===== config.mk =====
export PLATFORM = sky130hd
export DESIGN_NAME = dma_irq_agg
export DESIGN_NICKNAME = d
export VERILOG_FILES = /design/src/rtl/dma_irq_pkg.sv /design/src/rtl/dma_irq_class_bank.sv /design/src/rtl/dma_irq_regport.sv /design/src/rtl/dma_irq_combine.sv /design/src/rtl/dma_irq_agg.sv
export SDC_FILE = /design/constraint.sdc
export NUM_CORES = 1
export LEC_CHECK = 0
export ABC_AREA = 1
export ABC_CLOCK_PERIOD_IN_PS = 2300
export BUFFER_PORTS_ARGS = -buffer_cell sky130_fd_sc_hd__buf_2
export CAP_MARGIN = 20
export CORE_MARGIN = 2
export CORE_UTILIZATION = 45
export CTS_BUF_LIST = sky130_fd_sc_hd__clkbuf_16
export CTS_CLUSTER_SIZE = 30
export DETAILED_ROUTE_END_ITERATION = 6
export GPL_ROUTABILITY_DRIVEN = 0
export GPL_TIMING_DRIVEN = 0
export PLACE_DENSITY = 0.73
export REMOVE_ABC_BUFFERS = 1
export SLEW_MARGIN = 20
export SYNTH_ARGS = -nofsm -noshare
export SYNTH_HDL_FRONTEND = slang
export SYNTH_HIERARCHICAL = 1
export SYNTH_SLANG_ARGS = --single-unit
export TNS_END_PERCENT = 20

===== constraint.sdc =====
create_clock -name clk -period 2.3 [get_ports clk]
set_clock_uncertainty 0.15 [all_clocks]
set_input_delay 0.115 -clock clk [delete_from_list [all_inputs] [get_ports clk]]
set_output_delay 0.115 -clock clk [all_outputs]
set_load 0.05 [all_outputs]

===== src/rtl/dma_irq_pkg.sv =====
package dma_irq_pkg;
  localparam int REG_AW   = 12;
  localparam int REG_DW   = 32;
  localparam int NUM_CLS  = 4;

  typedef enum logic [1:0] {
    CLS_XFER = 2'd0,
    CLS_NODE = 2'd1,
    CLS_ERRA = 2'd2,
    CLS_ERRB = 2'd3
  } evt_cls_e;

  localparam logic [REG_AW-1:0] OFS_SUMMARY = 12'h000;
  localparam logic [REG_AW-1:0] OFS_MASKED0 = 12'h004;
  localparam logic [REG_AW-1:0] OFS_ENABLE0 = 12'h018;
  localparam logic [REG_AW-1:0] OFS_RAW0    = 12'h600;
  localparam logic [REG_AW-1:0] OFS_BUSY    = 12'h690;

  function automatic logic [REG_AW-1:0] masked_ofs(input int k);
    return OFS_MASKED0 + REG_AW'(k * 4);
  endfunction

  function automatic logic [REG_AW-1:0] enable_ofs(input int k);
    return OFS_ENABLE0 + REG_AW'(k * 4);
  endfunction

  function automatic logic [REG_AW-1:0] raw_ofs(input int k);
    return OFS_RAW0 + REG_AW'(k * 8);
  endfunction
endpackage


===== src/rtl/dma_irq_class_bank.sv =====
module dma_irq_class_bank #(
  parameter int NUM_CH = 16
) (
  input  logic              clk,
  input  logic              rst_n,
  input  logic [NUM_CH-1:0] evt_in,
  input  logic [NUM_CH-1:0] clr_vec,
  input  logic              en_we,
  input  logic [NUM_CH-1:0] en_wdata,
  output logic [NUM_CH-1:0] raw_q,
  output logic [NUM_CH-1:0] en_q,
  output logic [NUM_CH-1:0] masked
);
  always_ff @(posedge clk) begin
    if (!rst_n) begin
      raw_q <= '0;
      en_q  <= '0;
    end else begin
      raw_q <= (raw_q & ~clr_vec) | evt_in;
      if (en_we) en_q <= en_wdata;
    end
  end

  assign masked = raw_q & en_q;

  // an arriving event is always captured, clear or not
  a_r1_capture: assert property (@(posedge clk) disable iff (!rst_n)
    (evt_in != '0) |=> ((raw_q & $past(evt_in)) == $past(evt_in)));

  // a cleared bit without a concurrent event drops
  a_r2_clear: assert property (@(posedge clk) disable iff (!rst_n)
    (clr_vec != '0) |=> ((raw_q & $past(clr_vec) & ~$past(evt_in)) == '0));

  // bits not being cleared are held
  a_r1_hold: assert property (@(posedge clk) disable iff (!rst_n)
    1'b1 |=> ((raw_q & ($past(raw_q) & ~$past(clr_vec))) == ($past(raw_q) & ~$past(clr_vec))));

  // the mask only moves on its own write
  a_r5_mask_stable: assert property (@(posedge clk) disable iff (!rst_n)
    !en_we |=> $stable(en_q));
endmodule


===== src/rtl/dma_irq_regport.sv =====
module dma_irq_regport
  import dma_irq_pkg::*;
#(
  parameter int NUM_CH = 16
) (
  input  logic                            wr_en,
  input  logic [REG_AW-1:0]               addr,
  input  logic [REG_DW-1:0]               wdata,
  input  logic [NUM_CLS-1:0][NUM_CH-1:0]  raw,
  input  logic [NUM_CLS-1:0][NUM_CH-1:0]  en,
  input  logic [NUM_CLS-1:0][NUM_CH-1:0]  masked,
  input  logic [NUM_CH-1:0]               summary,
  input  logic [NUM_CH-1:0]               busy,
  output logic [NUM_CLS-1:0][NUM_CH-1:0]  clr_vec,
  output logic [NUM_CLS-1:0]              en_we,
  output logic [REG_DW-1:0]               rdata
);
  logic [NUM_CLS-1:0][NUM_CH-1:0] masked_sel, en_sel, raw_sel;
  logic [NUM_CLS-1:0]             hit_masked, hit_en, hit_raw;
  logic [NUM_CH-1:0]              rd_vec;

  for (genvar k = 0; k < NUM_CLS; k++) begin : g_cls
    assign hit_masked[k] = (addr == masked_ofs(k));
    assign hit_en[k]     = (addr == enable_ofs(k));
    assign hit_raw[k]    = (addr == raw_ofs(k));
    assign en_we[k]      = wr_en && hit_en[k];
    assign clr_vec[k]    = (wr_en && hit_raw[k]) ? wdata[NUM_CH-1:0] : '0;
    assign masked_sel[k] = hit_masked[k] ? masked[k] : '0;
    assign en_sel[k]     = hit_en[k]     ? en[k]     : '0;
    assign raw_sel[k]    = hit_raw[k]    ? raw[k]    : '0;
  end

  always_comb begin
    rd_vec = '0;
    if (addr == OFS_SUMMARY) rd_vec = summary;
    if (addr == OFS_BUSY)    rd_vec = busy;
    for (int k = 0; k < NUM_CLS; k++)
      rd_vec = rd_vec | masked_sel[k] | en_sel[k] | raw_sel[k];
    rdata = '0;
    rdata[NUM_CH-1:0] = rd_vec;
  end

  // busy offset returns the live input
  always_comb begin
    if (addr == OFS_BUSY)
      a_r8_busy_read: assert (rdata[NUM_CH-1:0] == busy);
  end
endmodule


===== src/rtl/dma_irq_combine.sv =====
module dma_irq_combine
  import dma_irq_pkg::*;
#(
  parameter int NUM_CH = 16
) (
  input  logic [NUM_CLS-1:0][NUM_CH-1:0] masked,
  output logic [NUM_CH-1:0]              summary,
  output logic                           irq
);
  always_comb begin
    summary = '0;
    for (int k = 0; k < NUM_CLS; k++) summary = summary | masked[k];
  end
  assign irq = |summary;
endmodule


===== src/rtl/dma_irq_agg.sv =====
module dma_irq_agg
  import dma_irq_pkg::*;
#(
  parameter int NUM_CH = 16
) (
  input  logic              clk,
  input  logic              rst_n,
  input  logic              reg_wr_en,
  input  logic [REG_AW-1:0] reg_addr,
  input  logic [REG_DW-1:0] reg_wdata,
  output logic [REG_DW-1:0] reg_rdata,
  input  logic [NUM_CH-1:0] evt_xfer_done,
  input  logic [NUM_CH-1:0] evt_node_done,
  input  logic [NUM_CH-1:0] evt_err_a,
  input  logic [NUM_CH-1:0] evt_err_b,
  input  logic [NUM_CH-1:0] chan_busy,
  output logic              irq_o
);
  logic [NUM_CLS-1:0][NUM_CH-1:0] evt_bus, raw, en, masked, clr_vec;
  logic [NUM_CLS-1:0]             en_we;
  logic [NUM_CH-1:0]              summary;

  assign evt_bus[CLS_XFER] = evt_xfer_done;
  assign evt_bus[CLS_NODE] = evt_node_done;
  assign evt_bus[CLS_ERRA] = evt_err_a;
  assign evt_bus[CLS_ERRB] = evt_err_b;

  for (genvar k = 0; k < NUM_CLS; k++) begin : g_bank
    dma_irq_class_bank #(.NUM_CH(NUM_CH)) u_bank (
      .clk      (clk),
      .rst_n    (rst_n),
      .evt_in   (evt_bus[k]),
      .clr_vec  (clr_vec[k]),
      .en_we    (en_we[k]),
      .en_wdata (reg_wdata[NUM_CH-1:0]),
      .raw_q    (raw[k]),
      .en_q     (en[k]),
      .masked   (masked[k])
    );
  end

  dma_irq_combine #(.NUM_CH(NUM_CH)) u_combine (
    .masked  (masked),
    .summary (summary),
    .irq     (irq_o)
  );

  dma_irq_regport #(.NUM_CH(NUM_CH)) u_regport (
    .wr_en   (reg_wr_en),
    .addr    (reg_addr),
    .wdata   (reg_wdata),
    .raw     (raw),
    .en      (en),
    .masked  (masked),
    .summary (summary),
    .busy    (chan_busy),
    .clr_vec (clr_vec),
    .en_we   (en_we),
    .rdata   (reg_rdata)
  );

  // a nonzero summary read implies the interrupt is raised
  a_r7_irq_level: assert property (@(posedge clk) disable iff (!rst_n)
    ((reg_addr == OFS_SUMMARY) && (reg_rdata != '0)) |-> irq_o);

  // first cycle out of reset has a quiet interrupt line
  a_r9_reset_quiet: assert property (@(posedge clk)
    $rose(rst_n) |-> !irq_o);

  // bits above the channel count never read as set
  if (NUM_CH < REG_DW) begin : g_upper
    a_r5_upper_zero: assert property (@(posedge clk) disable iff (!rst_n)
      reg_rdata[REG_DW-1:NUM_CH] == '0);
  end
endmodule


Word-level counts from Yosys, hierarchy flattened. Index checks and enable logic that the tools add are counted. W data, S select, Z words.

Flip-flop bits (word level): 128. Bits in latches: 0. Memory bits (writable): 0. Memory bits (read-only): 0. Output and inout bits: 33. Word-level logic and storage cells: 80. Memories kept: 0.

$add $sub $neg: 0. Multiply operators: 0. Div/mod/pow operators: 0. $lt $le $gt $ge: 0. Equality and inequality tests: 13. Shift operators: 0. Multiplexer cells: 18. Bitwise logic cells: 31. Reductions and logical operators: 10.

Operator list (number): $or A16 B16 Y16 (19); $mux W16 (18); $and A16 B16 Y16 (8); $not A16 Y16 (4); $eq A12 B11 Y1 const B (5); $eq A12 B5 Y1 const B (3); $eq A12 B4 Y1 const B (2); $eq A12 B6 Y1 const B (2); $reduce_or A16 Y1 (1); $eq A12 B3 Y1 const B (1); $logic_not A12 Y1 (1); $logic_and A1 B1 Y1 (8).

Logic depth before layout (Yosys ltp). Gate-level depths: netlist (run 1).

Word-level depth: 18. Mapped depth: 12. Mapped depth without buffers: 10.

Hierarchy. The synthesis (run 1) kept the hierarchy.

Modules (own cells, without submodules): dma_irq_class_bank (times used 4, cells each 182, area each 1268.7 um^2, seq. area each 640.6 um^2); dma_irq_regport (times used 1, cells each 656, area each 3045.4 um^2, seq. area each 0.0 um^2); dma_irq_combine (times used 1, cells each 63, area each 239.0 um^2, seq. area each 0.0 um^2).

Worst setup path before layout (run 1). OpenSTA, ideal clock, no wires.

Path kind: input-to-reg. Start point: input reg_addr[1]. End point: register g_bank[2].u_bank.en_q[11]. Data arrival time: 1.491 ns. Setup slack: 0.543 ns. Cell stages on the path: 7. Buffers on the path: 1. Cells stage by stage: nor2_2 > nand2_2 > nor4_1 > inv_2 > buf_6 > nor2_1 > nor2_1.

Word-level cells in the longest chain between the ends: 2.

Ends and longest elaborated chain: start: declaration (RTL line dma_irq_agg.sv:9) `input logic [REG_AW-1:0] reg_addr,`; $eq A12 B6 Y1 (RTL line dma_irq_regport.sv:24) `assign hit_en[k] = (addr == enable_ofs(k));`; $logic_and A1 B1 Y1 (RTL line dma_irq_regport.sv:26) `assign en_we[k] = wr_en && hit_en[k];`; net en_we[2] (RTL line dma_irq_agg.sv:20) `logic [NUM_CLS-1:0] en_we;`; end signal: assignment (RTL line dma_irq_class_bank.sv:20) `if (en_we) en_q <= en_wdata;`; end: declaration (RTL line dma_irq_class_bank.sv:11) `output logic [NUM_CH-1:0] en_q,`.

The timed path passes the listed nets, and every way through them passes these cells. A chain may end at the register's enable or synchronous reset.

Final worst setup path (run 1).
Start point: input reg_addr[7]. End point: output reg_rdata[0].

Word-level cells in the longest chain between the ends: 15.

Ends and longest elaborated chain: $logic_not A12 Y1 (RTL line dma_irq_regport.sv:35) `if (addr == OFS_SUMMARY) rd_vec = summary;`; $mux W16 (RTL line dma_irq_regport.sv:35); $mux W16 (RTL line dma_irq_regport.sv:36) `if (addr == OFS_BUSY) rd_vec = busy;`; $or A16 B16 Y16 (11 in a row) (RTL line dma_irq_regport.sv:38) `rd_vec = rd_vec | masked_sel[k] | en_sel[k] | raw_sel[k];`; $or A16 B16 Y16 (*) (RTL line dma_irq_regport.sv:38); end: declaration (RTL line dma_irq_agg.sv:11) `output logic [REG_DW-1:0] reg_rdata,`.

Every way passes the cells marked *; elsewhere a longest branch is shown, timed or not.

==> impl_metrics.csv, run 1 <==
group,metric,value,unit
grt,antenna_found_initial,0,
route,routed_via_density,5.26,
pwr,share_comb_of_total_power,0.098,
route,wl_per_cell,16.2,um
critical_path,critPathKind,"input pin to output port",
layout,syn_to_final_growth,26.4,%
clocking,cts.path.max_buffers,2,
synth,synthSimpleGateAreaFrac,0.421,
grt,grt_pass1_vias,8677,
critical_path,crit_chain,"buf_2, nor2_2, nand2_1, inv_2, nand3_1, nand2_1, clkinv_1, nand2_1, nor2_1, nand2_1, buf_2",
grt,grt_max_degree,69,
timing,tightest_slew,0.837,ns
layout,fin_util,0.584,
critical_path,critPathSlowestCell,"inv_2",
pwr,peakVddDrop,527,uV
layout,nets,1758,
grt,grt_pass1_wl,44.3,mm
synth,synth-compound-area-share,0.0766,
hold_path,min_path_type,"input pin to flop",
clocking,cts_made_buffers,17,
pwr,clockPowerShare,0.479,
pwr,p_leak,5.84,nW
timing,setup_viol,15,
critical_path,worstPathMaxFanout,34,
synth,synth_fa_ha_area_frac,0,
status,failed_checks,"setup timing",
timing,max_slew_margin,0.442,
clocking,clk-insertion-delay-late,0.42,ns
timing,rsz0062_at_grt,"yes",
critical_path,cp-start-kind,"input pin",
grt,gr-usage-all-layers,0.284,
placement,place_ws,-0.649,ns
pwr,netSwitchingFraction,0.251,
timing,fin_crit_sh,1.06,
route,drtIter0Drc,964,
layout,design_area,10600,sq um
route,drcViolationCount,0,
floorplanning,die_x,140,um
run,drv_cap,0,
critical_path,crit_path_frequent_cell,"nand2_1",
floorplanning,io_pins,160,
synth,synth_xor_area_frac,0,
critical_path,endpoint_kind,"output port",
critical_path,r2r_slack,1.46,ns
critical_path,cpPeakStageDelay,0.69,ns
pwr,p_total,5.61,mW
pwr,power.internal,4.20,mW
synth,ys_warn_count,6,
pwr,sequentialPowerShare,0.423,
placement,placed_area,8990,sq um
clocking,cts_tree,"yes",
route,dr.pass1.iters,6,
status,status,"complete, but fails checks",
layout,fill_cells,1759,
route,vias,9859,
timing,drv_slew,0,
placement,dpl.hpwl,17.4,mm
floorplanning,initial_core_util,0.462,
timing,finalHoldViolations,0,
timing,fmax,409,MHz
clocking,clkTransAtPathRegs,0.06,ns
route,postRouteAntennaNets,0,
clocking,cts_sinks,128,
critical_path,cp_data_arrival_time,2.18,ns
placement,port_buffers,127,
synth,yosys.cell_types.count,21,
synth,ys_seq_area_frac,0.307,
synth,synthMuxAreaShare,0,
layout,antennaDiodeCount,0,
synth,syn_area_per_cell,5.78,sq um
floorplanning,fp.dieArea,19700,sq um
grt,grt.overflow.total,0,
pwr,powerDensity,531,nW/um^2
floorplanning,fp.dieH,140,um
floorplanning,rows,49,
synth,netlist_area,8360,sq um
timing,fin_crit,2.44,ns
timing,layout_setup_ws,-0.145,ns
critical_path,cp.required,2.04,ns
layout,drive_gt1_frac,0.133,
pwr,power.switching,1.41,mW
clocking,cts_root_buf,"clkbuf_16",
clocking,htreeDepth,4,
synth,synth_top_family_by_area,"simple AND/OR/NAND/NOR gates",
synth,syn-instance-count,1447,
floorplanning,core,18100,sq um
synth,ys_ff_latch,128,
route,totalWireLength,30.4,mm
-- sequential cells by signal (all words and copies together) (netlist names) --
signal               flops
g_bank.u_bank/raw_q     64
g_bank.u_bank/en_q      64
-- metrics by stage --
step,TNS (ns),cells,hold slack [ns]
2_1_floorplan,-4.37,1383,0.0932
3_3_place_gp,-170.11,1739,0.206
3_5_place_dp,-37.90,1750,0.207
4_1_cts,-1.73,1862,0.109
5_1_grt,-2.41,1873,0.128
6_report,-0.563,1873,0.128
-- worst max-delay path, delay by kind of cell --
kind,cells,cell delay (ns)
buf+inv,4,1.14
simple gates,7,0.88
-- Yosys cell counts --
cell type,instances,area [sq um]
a21oi_1,64,320
buf_2,33,165
buf_4,33,248
buf_6,11,124
clkbuf_1,2,7.51
clkinv_1,10,37.5
conb_1,1,3.75
dfxtp_1,128,2560
inv_1,267,1000
inv_2,13,48.8
nand2_1,270,1010
nand2_2,4,25.0
nand3_1,256,1280
nand3_2,2,20.0
nand3_4,2,35.0
nor2_1,270,1010
nor2_2,10,62.6
nor2_4,5,56.3
nor4_1,2,12.5
o21ai_0,56,280
o21ai_1,8,40.0
-- final timing paths --
| kind | end | depth (start not counted) | from |
|---|---|---|---|
| setup / recovery | reg_rdata[0] | 11 | reg_addr[7] |
| hold / removal | g_bank[0].u_bank/en_q[8]$_SDFFE_PN0P_ | 3 | rst_n |
| setup reg to reg | g_bank[3].u_bank/en_q[11]$_SDFFE_PN0P_ | 2 | g_bank[3].u_bank/en_q[11]$_SDFFE_PN0P_ |
| hold reg to reg | g_bank[0].u_bank/raw_q[6]$_SDFF_PN0_ | 2 | g_bank[0].u_bank/raw_q[6]$_SDFF_PN0_ |
-- placed cells by master, fill, tap and decap left out --
cell type,n
nand2_2,5
buf_6,4
a21oi_1,64
nand3_4,2
dfxtp_1,128
clkinvlp_4,2
conb_1,16
o21ai_1,8
dlygate4sd3_1,80
inv_1,269
clkinv_1,13
nand3_2,2
bufinv_16,3
nor2_4,14
buf_12,4
clkinv_2,6
buf_8,1
buf_4,9
clkbuf_16,17
nor2_1,267
inv_4,1
nor4_2,2
nand3_1,256
clkinv_4,1
o21ai_0,56
nand2_1,269
inv_2,10
nor2_2,10
buf_16,4
buf_2,121
-- kinds of logic (layout without fill, tap and decap cells) --
| group | Yosys count | after routing |
|---|---|---|
| compound gates | 128 | 128 |
| flops | 128 | 128 |
| simple gates | 821 | 827 |
| other cells | 1 | 16 |
| buf+inv | 369 | 545 |
-- layout make-up --
type | count | area (sq um) | area share
Multi-Input combinational cell | 971 | 4330 | 0.409
Sequential cell | 128 | 2560 | 0.242
Timing Repair Buffer | 223 | 1720 | 0.163
Inverter | 290 | 1090 | 0.103
Clock buffer | 17 | 425 | 0.0402
Tap cell | 229 | 287 | 0.0271
Clock inverter | 15 | 153 | 0.0144
-- power groups by stage --
stage | clock network [mW] | registers [mW] | logic [mW]
3_5_place_dp | 0 | 2.42 | 0.419
2_1_floorplan | 0 | 2.39 | 0.213
6_report | 2.69 | 2.37 | 0.551
4_1_cts | 2.71 | 2.37 | 0.526
5_1_grt | 2.81 | 2.38 | 0.598
3_3_place_gp | 0 | 2.42 | 0.406
-- layer usage --
metal	track usage	wire (um)
met1	0.378	12500
met2	0.458	13500
met3	0.0609	3540
met4	0.0989	839
met5	0	0
-- timing repair --
item / CTS / global route
buffers inserted: 0 / 5
endpoints found under the hold margin: 128 / 0
cloned: 0 / 6
hold buffers: 80 / 0
pin swaps: 1 / 7
gates resized for setup: 13 / 9
setup endpoints to repair: 80 / 69
Note: power is estimated with default switching activity, not from simulation.
==> inputs of run 2 (changes only) <==
--- a/config.mk
+++ b/config.mk
@@ -10,13 +10,13 @@
 export BUFFER_PORTS_ARGS = -buffer_cell sky130_fd_sc_hd__buf_2
 export CAP_MARGIN = 20
 export CORE_MARGIN = 2
-export CORE_UTILIZATION = 45
+export CORE_UTILIZATION = 50
 export CTS_BUF_LIST = sky130_fd_sc_hd__clkbuf_16
 export CTS_CLUSTER_SIZE = 30
 export DETAILED_ROUTE_END_ITERATION = 6
 export GPL_ROUTABILITY_DRIVEN = 0
 export GPL_TIMING_DRIVEN = 0
-export PLACE_DENSITY = 0.73
+export PLACE_DENSITY = 0.79
 export REMOVE_ABC_BUFFERS = 1
 export SLEW_MARGIN = 20
 export SYNTH_ARGS = -nofsm -noshare
==> run 2 against run 1 <==
Critical path type is now input pin to flop. Largest cell class unchanged. Cell area is 0.14% lower. Wire length down 0.95%. Sequential share of layout area about the same. Register-to-register slack about the same. The run still ends with setup timing left.
==> impl_metrics.csv, run 2 (synthesis results as in run 1) <==
group,metric,value,unit
status,status,"complete, but fails checks",
status,failed_checks,"setup timing",
timing,tns,-0.0000671,ns
route,drtIter0Drc,1336,
timing,drv_slew,0,
placement,port_buffers,127,
layout,antennaDiodeCount,0,
timing,tightest_slew,0.870,ns
clocking,clkTransAtPathRegs,0.05,ns
floorplanning,fp.dieArea,17800,sq um
clocking,cts_made_buffers,17,
clocking,cts.path.max_buffers,2,
route,totalWireLength,30.1,mm
clocking,cts_root_buf,"clkbuf_16",
grt,gr-usage-all-layers,0.318,
timing,hold_ws,0.0367,ns
floorplanning,die_x,133,um
hold_path,min_path_type,"input pin to flop",
route,wl_per_cell,16.1,um
grt,grt_max_degree,69,
clocking,cts_sinks,128,
pwr,powerDensity,520,nW/um^2
layout,final_common_cell,"nand2_1",
timing,layout_setup_ws,-0.0000671,ns
route,routed_via_density,5.31,
floorplanning,core,16500,sq um
timing,fmax,435,MHz
critical_path,cp.required,2.46,ns
layout,drive_gt1_frac,0.135,
placement,place_ws,-0.571,ns
critical_path,critPathKind,"input pin to flop",
clocking,cts_tree,"yes",
floorplanning,fp.dieH,133,um
timing,finalHoldViolations,0,
route,dr.pass1.iters,6,
critical_path,critPathSlowestCell,"nor2_4",
layout,nets,1762,
pwr,peakVddDrop,563,uV
floorplanning,initial_core_util,0.508,
layout,final_cell_count_no_fill,1867,
route,postRouteAntennaNets,0,
timing,max_slew_margin,0.420,
grt,grt_pass1_wl,44.7,mm
clocking,clk-insertion-delay-late,0.42,ns
floorplanning,rows,47,
grt,grt_pass1_vias,9089,
floorplanning,io_pins,160,
layout,layout_common_cells,"269 x nand2_1, 268 x inv_1, 267 x nor2_1, 256 x nand3_1, 128 x dfxtp_1",
critical_path,cp_data_arrival_time,2.46,ns
placement,dp.cells,1740,
pwr,p_leak,5.85,nW
critical_path,cpPeakStageDelay,0.45,ns
grt,grt.overflow.total,0,
placement,dpl.hpwl,17.0,mm
timing,fin_crit_sh,1.00,
critical_path,crit_chain,"buf_2, nor2_4, nand2_1, nor2_4, buf_16, nand2_1, nor2_4, inv_2, nor2_1, nor2_1",
critical_path,crit_path_frequent_cell,"nor2_4",
timing,fin_crit,2.30,ns
grt,antenna_found_initial,0,
run,drv_cap,0,
layout,reg_top3,"g_bank.u_bank/en_q: 64 flops, g_bank.u_bank/raw_q: 64 flops",
clocking,htreeDepth,4,
critical_path,worstPathMaxFanout,21,
timing,setup_viol,1,
route,drcViolationCount,0,
layout,syn_to_final_growth,26.3,%
critical_path,endpoint_kind,"flop",
critical_path,cp-start-kind,"input pin",
route,vias,9918,
timing,rsz0062_at_grt,"yes",
==> run 2: cell types whose count changed in the layout (fill, tap and decap cells not counted), sizes merged <==
cell      change
buf           +5
clkinv        -3
clkinvlp      +2
bufinv        -1
inv           +1
nor2          -1
==> run 2: what timing repair did <==
action / 4_1_cts / 5_1_grt
hold buffers: 80 / 0
pin swaps: 1 / 6
cloned: 0 / 5
resized for setup: 17 / 12
setup buffers: 0 / 10
endpoints found under the setup margin: 80 / 60
hold endpoints to repair: 128 / 0
==> run 2: path summary, 6_finish.rpt <==
check	from	endpoint	slack (ns)	cells past startpoint
min reg2reg	g_bank[0].u_bank/raw_q[11]$_SDFF_PN0_	g_bank[0].u_bank/raw_q[11]$_SDFF_PN0_	0.33	2
max	reg_addr[1]	g_bank[1].u_bank/en_q[8]$_SDFFE_PN0P_	-0.00007	10
max reg2reg	g_bank[2].u_bank/en_q[9]$_SDFFE_PN0P_	g_bank[2].u_bank/en_q[9]$_SDFFE_PN0P_	1.46	2
min	rst_n	g_bank[0].u_bank/en_q[11]$_SDFFE_PN0P_	0.04	3
==> run 2: area by class of cell <==
cell class	count	area (sq um)
clock buffer	17	425
clock inverter	14	126
fill	1552	5910
inverter	290	1100
multi-input combinational	970	4320
sequential	128	2560
tap	220	275
timing repair buffer	228	1740
==> run 2: report_power, final <==
group	leakage, nW	total [mW]	switching [mW]	internal (mW)
Sequential	1.05	2.37	0.0706	2.30
Clock	0.266	2.56	1.00	1.56
Combinational	4.53	0.556	0.329	0.227
Total	5.85	5.49	1.40	4.09
==> run 2: metrics by stage <==
step / power (mW) / area (sq um) / utilization
6_report: 5.49 / 10600 / 0.641
5_1_grt: 5.66 / 10600 / 0.641
4_1_cts: 5.46 / 10400 / 0.629
3_5_place_dp: 2.83 / 8950 / 0.544
3_3_place_gp: 2.82 / 8780 / 0.533
2_1_floorplan: 2.60 / 7870 / -
==> run 2: routing by layer <==
metal  vias to the layer above  track usage  share of wire  wire (um)
met2                       687        0.532           0.45      13500
met3                       122       0.0586           0.12       3620
li1                       4765            -              -          -
met1                      4344        0.391           0.38      11400
met4                         0        0.163          0.051       1540
met5                         -            0              0          0
==> run 2: worst max-delay path, delay by kind of cell <==
kind,cells,cell delay (ns)
buf+inv,3,0.67
simple gates,7,1.66
